File: config.mk
export PLATFORM = sky130hd
export DESIGN_NAME = batt_health_seq
export DESIGN_NICKNAME = d
export VERILOG_FILES = /design/src/rtl/bhc_pkg.sv /design/src/rtl/bhc_period_ctr.sv /design/src/rtl/bhc_window_dec.sv /design/src/rtl/bhc_result_reg.sv /design/src/rtl/batt_health_seq.sv
export SDC_FILE = /design/constraint.sdc
export NUM_CORES = 1
export LEC_CHECK = 0
export ABC_CLOCK_PERIOD_IN_PS = 2100
export BUFFER_PORTS_ARGS = -buffer_cell sky130_fd_sc_hd__buf_4
export CAP_MARGIN = 20
export CORE_AREA = 10 10 47 49
export CTS_BUF_LIST = sky130_fd_sc_hd__clkbuf_16
export CTS_CLUSTER_DIAMETER = 80
export DETAILED_ROUTE_END_ITERATION = 8
export DIE_AREA = 0 0 57 59
export HOLD_SLACK_MARGIN = 0.05
export PLACE_DENSITY = 0.42
export REMOVE_ABC_BUFFERS = 1
export SLEW_MARGIN = 20
export SYNTH_ARGS = -nofsm -noshare
export SYNTH_HDL_FRONTEND = slang
export SYNTH_SLANG_ARGS = --single-unit
File: constraint.sdc
create_clock -name clk -period 2.1 [get_ports clk]
set_clock_uncertainty 0.1 [all_clocks]
set_input_delay 0 -clock clk [delete_from_list [all_inputs] [get_ports clk]]
set_output_delay 0 -clock clk [all_outputs]
set_load 0.02 [all_outputs]
File: src/rtl/bhc_pkg.sv
package bhc_pkg;
  // Width of a counter that must hold values 0 .. n-1.
  function automatic int unsigned cnt_width(input int unsigned n);
    return (n > 1) ? $clog2(n) : 1;
  endfunction
endpackage

File: src/rtl/bhc_period_ctr.sv
module bhc_period_ctr
  import bhc_pkg::*;
#(
  parameter int unsigned PERIOD = 8,
  localparam int unsigned CW = cnt_width(PERIOD)
) (
  input  logic          clk,
  input  logic          rst_n,
  input  logic          hold,
  output logic [CW-1:0] pos,
  output logic          sample
);
  localparam logic [CW-1:0] LAST = CW'(PERIOD - 1);

  always_ff @(posedge clk or negedge rst_n) begin
    if (!rst_n)          pos <= '0;
    else if (hold)       pos <= '0;
    else if (pos == LAST) pos <= '0;
    else                 pos <= pos + 1'b1;
  end

  // The edge that closes a period is the sampling edge.
  assign sample = !hold && (pos == LAST);

  AST_POS_RANGE: assert property (@(posedge clk) disable iff (!rst_n)
    pos <= LAST);
  AST_HOLD_CLEARS: assert property (@(posedge clk) disable iff (!rst_n)
    $past(hold) |-> pos == '0);
endmodule

File: src/rtl/bhc_window_dec.sv
module bhc_window_dec
  import bhc_pkg::*;
#(
  parameter int unsigned PERIOD = 8,
  parameter int unsigned WINDOW = 3,
  localparam int unsigned CW = cnt_width(PERIOD)
) (
  input  logic [CW-1:0] pos,
  input  logic          hold,
  output logic          load_en
);
  logic in_win;

  generate
    if (WINDOW >= PERIOD) begin : g_full
      assign in_win = 1'b1;
    end else begin : g_part
      localparam logic [CW-1:0] FIRST = CW'(PERIOD - WINDOW);
      assign in_win = (pos >= FIRST);
    end
  endgenerate

  assign load_en = in_win && !hold;
endmodule

File: src/rtl/bhc_result_reg.sv
module bhc_result_reg (
  input  logic clk,
  input  logic rst_n,
  input  logic capture,
  input  logic flag,
  output logic ok
);
  always_ff @(posedge clk or negedge rst_n) begin
    if (!rst_n)       ok <= 1'b1;
    else if (capture) ok <= flag;
  end

  AST_OK_STABLE: assert property (@(posedge clk) disable iff (!rst_n)
    !capture |=> $stable(ok));
  AST_OK_TAKES_FLAG: assert property (@(posedge clk) disable iff (!rst_n)
    capture |=> ok == $past(flag));
endmodule

File: src/rtl/batt_health_seq.sv
module batt_health_seq
  import bhc_pkg::*;
#(
  parameter int unsigned PERIOD = 8,
  parameter int unsigned WINDOW = 3
) (
  input  logic clk,
  input  logic rst_n,
  input  logic sup_rst_i,
  input  logic batt_hi_i,
  output logic load_en_o,
  output logic batt_ok_o
);
  localparam int unsigned CW = cnt_width(PERIOD);

  logic [CW-1:0] pos;
  logic          sample;

  bhc_period_ctr #(.PERIOD(PERIOD)) u_ctr (
    .clk    (clk),
    .rst_n  (rst_n),
    .hold   (sup_rst_i),
    .pos    (pos),
    .sample (sample)
  );

  bhc_window_dec #(.PERIOD(PERIOD), .WINDOW(WINDOW)) u_win (
    .pos     (pos),
    .hold    (sup_rst_i),
    .load_en (load_en_o)
  );

  bhc_result_reg u_res (
    .clk     (clk),
    .rst_n   (rst_n),
    .capture (sample),
    .flag    (batt_hi_i),
    .ok      (batt_ok_o)
  );

  AST_SAMPLE_IN_WINDOW: assert property (@(posedge clk) disable iff (!rst_n)
    sample |-> load_en_o);
  AST_NO_SAMPLE_IN_RESET: assert property (@(posedge clk) disable iff (!rst_n)
    sup_rst_i |=> $stable(batt_ok_o));

  generate
    if (WINDOW < PERIOD) begin : g_start_chk
      AST_LOAD_START: assert property (@(posedge clk) disable iff (!rst_n)
        ($rose(load_en_o) && !$past(sup_rst_i)) |-> pos == CW'(PERIOD - WINDOW));
    end
  endgenerate
endmodule

; Word-level counts from Yosys, hierarchy flattened
; Index checks and enable logic that the tools add are counted.
[totals]
register_bits = 4
latchBits = 0
ramBits = 0
rom_bits = 0
in_bits = 4
out_inout_bits = 2
memories = 0
[classes]
add_sub_neg = 1
n_mul = 0
n_div = 0
n_lt_le_gt_ge = 1
eq_ne = 1
shifts = 0
mux = 2
bitwise = 0
reduce_logical = 3
[op_table]
columns = operator, n
row1 = 3-bit 2-to-1 mux, 2
row2 = "3-bit by 1-bit adder with 3-bit output, second input constant", 1
row3 = "3-bit equality test, second input constant", 1
row4 = "3-bit greater-or-equal comparator, second input constant", 1
row5 = 1-bit logical AND, 2
row6 = 1-bit logical NOT, 1

; Longest topological paths before layout
[depth]
depth_word = 3
ltp_mapped = 4

; Cells and area by module
; From an unflattened synthesis, not the netlist that was laid out.
[unflattened]
cells_unflattened = 13
hier_area_um2 = 186.4
[by_module_without_submodules]
columns = module, n_inst, cells_per_inst, area_each_um2, seq_area_each_um2
row1 = bhc_period_ctr, 1, 9, 128.9, 75.1
row2 = bhc_result_reg, 1, 2, 41.3, 26.3
row3 = bhc_window_dec, 1, 2, 16.3, 0.0

; Worst setup path before layout
; OpenSTA, ideal clock, no wires.
[synth_path]
kind = register to register
start = register u_ctr.pos[0]
end = register u_res.ok
setup_ns = 0.082
arrival_ns = 1.208
required_time_ns = 1.918
slack_ns = 0.710
path_stages_with_launch = 5
n_path_buf = 0
synth_period_minus_slack_ns = 1.390
cell_sequence = dfrtp_1 ha_1 ha_1 nor2b_2 mux2_4
[synth_between]
elab_chain_len = 2
[synth_rtl]
columns = item, line_no
row1 = from (decl), bhc_period_ctr.sv:10  ; output logic [CW-1:0] pos,
row2 = from (signal assigned), bhc_period_ctr.sv:19  ; else pos <= pos + 1'b1;
row3 = 3-bit equality test, bhc_period_ctr.sv:23  ; assign sample = !hold && (pos == LAST);
row4 = 1-bit logical AND, bhc_period_ctr.sv:23
row5 = to (signal assigned), bhc_result_reg.sv:10  ; else if (capture) ok <= flag;
row6 = to (decl), bhc_result_reg.sv:6  ; output logic ok
; Every way passes these cells.
; A chain may end at the register's enable or synchronous reset.

; Final worst setup path
; Same ends and word-level chain as after synthesis.

==> results.txt <==
Critical-path cell list -> ha_1 > ha_1 > nor2b_2 > mux2_4
Core area -> 1400 µm²
Tcrit/Tclk final -> 0.692
Initial antenna violation count -> 0
Max Slew Vio Count -> 0
Metal3 WL -> 42 µm
Synth Warn # -> 0
Worst r2r path cells -> 4
Run status -> completed
Routed vias -> 154
Antenna Diode Count -> 0
Delay-heaviest family, CP -> adder cells
Reg2reg start -> u_ctr.pos[0]
Worst-path fanout max -> 4
Dominant cell type by area after synthesis -> dfrtp_1
Top cell type's share of synthesized area -> 0.382
Hold_buf cts -> 4
Die X -> 57 µm
Async S/R FF share, synth -> 1.00
Power per standard cell area -> 1130 nW/µm²
Stages on worst setup path -> 4
# rows -> 14
First-pass GRT wire length -> 703 µm
Overall routed net length -> 389 µm
Final antenna-violating net count -> 0
Critical Path Max Stage Delay -> 400 ps
Crit path time final -> 1450 ps
Largest net degree at the start of global routing -> 6
Crit path buffers/inverters -> 0
CP arrival -> 1500 ps
CTS H-tree depth -> 1
Crit. End Element -> flip-flop
Share of layout cells above drive strength 1 -> 0.393
Clock-pin slew on the worst setup and hold paths -> 30 ps
Predominant post-synthesis flop cell -> dfrtp_1
Die ar. -> 3360 µm²
Vias/cell -> 3.50
LEAKAGE -> 0.183 nW
1st-pass router iterations -> 2
RSZ-0062 raised after global routing -> no
CTS tree -> built
Grt ovf -> 0
Synthesized cell area -> 196 µm²
Cell mode on critical path -> ha_1
Seq/Total Area, Yosys -> 0.516
Starting Density -> 0.140
Top Metal Used -> met3
Maximum buffer depth of the clock tree -> 2
Max rail drop VDD -> 0.000512 V
Post-route setup TNS -> 0 ps
Final Hold Viols -> 0
Synth cell count leaders -> 3 x dfrtp_1, 3 x ha_1, 3 x nor3_1
Buffers on Ports -> 5
Final setup vio count -> 0
Synth unique cells -> 9
CTS root buf -> clkbuf_16
Slew @ Worst Pin -> 220 ps
Met2 routed WL -> 142 µm
CTS buffer count -> 3
Max cap viols -> 0
WP data required -> 2150 ps
Yosys reg bits -> 4
Wl on met1 -> 204 µm
Syn Area/Cell -> 13.1 µm²
CP Class -> flip-flop to flip-flop
Final nets -> 36
Post-synth EDFFs -> 0
IO Pins -> 6
Clock sink count -> 4
Number of global-route vias before repair -> 178
P&R area growth vs syn -> 89.8%
CP max stage cell -> dfrtp_1
Hold Crit Class -> primary input to asynchronous set/reset pin
DRC -> 0
CP startpoint kind -> flip-flop
GP Congestion -> 0.677
Tot GR Track Use -> 0.0303
Post-CTS Setup Bufs -> 0
Dominant cells by area after synthesis -> dfrtp_1 38%, ha_1 19%, dfstp_2 13%, nor3_1 7.6%, mux2_4 7.6%
Highest Clock Rate -> 688 MHz
Cells after synthesis -> 15
DP HPWL -> 302 µm
Wire per inst -> 8.84 µm
Post-CTS Resized -> 0
Die height -> 59 µm
Clk_lat worst skew -> 220 ps
Total power draw -> 0.421 mW
Crit Reg-Reg Endpoint -> u_res.ok
Relative slew margins -> 0.853
Number of DRC markers in iteration 0 -> 3
Flop-to-flop setup slack -> 650 ps
## logic make-up (layout without fill, tap and decap cells)
group,count (synthesis),in the layout,synth area share
adder cells (fa/ha/maj),3,3,0.191
AND/OR/NAND/NOR,6,6,0.197
multiplexers,1,1,0.0764
buffers and inverters,1,14,0.0191
flip-flops,4,4,0.516
## cell usage in the layout, fill, tap and decap left out
master and n:
buf_4 5, inv_1 2, nor2b_2 1, mux2_4 1, nor3b_1 1, dfstp_2 1
nor3_1 3, clkbuf_16 3, and2b_1 1, ha_1 3, dlygate4sd3_1 4, dfrtp_1 3
## state kept, by name (all words and copies together), names as in the netlist
| signal | cells |
|---|---|
| u_ctr.pos | 3 |
| u_res.ok | 1 |
## metal layers
metal  up-vias  GRT usage
li1         76          -
met1        72     0.0298
met2         6     0.0279
met3         0     0.0258
met4         0     0.0503
met5         -          0
## worst max-delay path by stage
stage	startpoint	to	slack, ps
floorplan	u_ctr.pos[0]	u_res.ok	710
global placement	u_ctr.pos[0]	u_res.ok	660
detailed placement	u_ctr.pos[0]	u_res.ok	660
CTS	u_ctr.pos[0]	u_res.ok	650
global route	u_ctr.pos[0]	u_res.ok	610
finish	u_ctr.pos[0]	u_res.ok	650
## area by class of cell
type / count / area, µm²
Clock buffer: 3 / 75.1
Timing Repair Buffer: 9 / 77.6
Multi-Input combinational cell: 10 / 91.3
Inverter: 1 / 3.75
Sequential cell: 4 / 101
Tap cell: 16 / 20.0
Clock inverter: 1 / 3.75
Fill cell: 157 / 1030
## metrics by stage
step	std cells	util	setup slack (ps)	hold slack [ps]	area, µm²
after floorplan	15	-	710	-396	196
after global placement	36	0.181	664	-303	254
after detailed placement	36	0.181	661	-302	254
after CTS	44	0.266	647	143	373
after global routing	44	0.266	612	159	373
final	44	0.266	647	152	373
## report_power, final
group | internal, mW | switching (mW)
Clock | 0.246 | 0.0521
Sequential | 0.0855 | 0.00471
Combinational | 0.0196 | 0.0134
Total | 0.351 | 0.0702
Note: power is estimated with default switching activity, not from simulation.
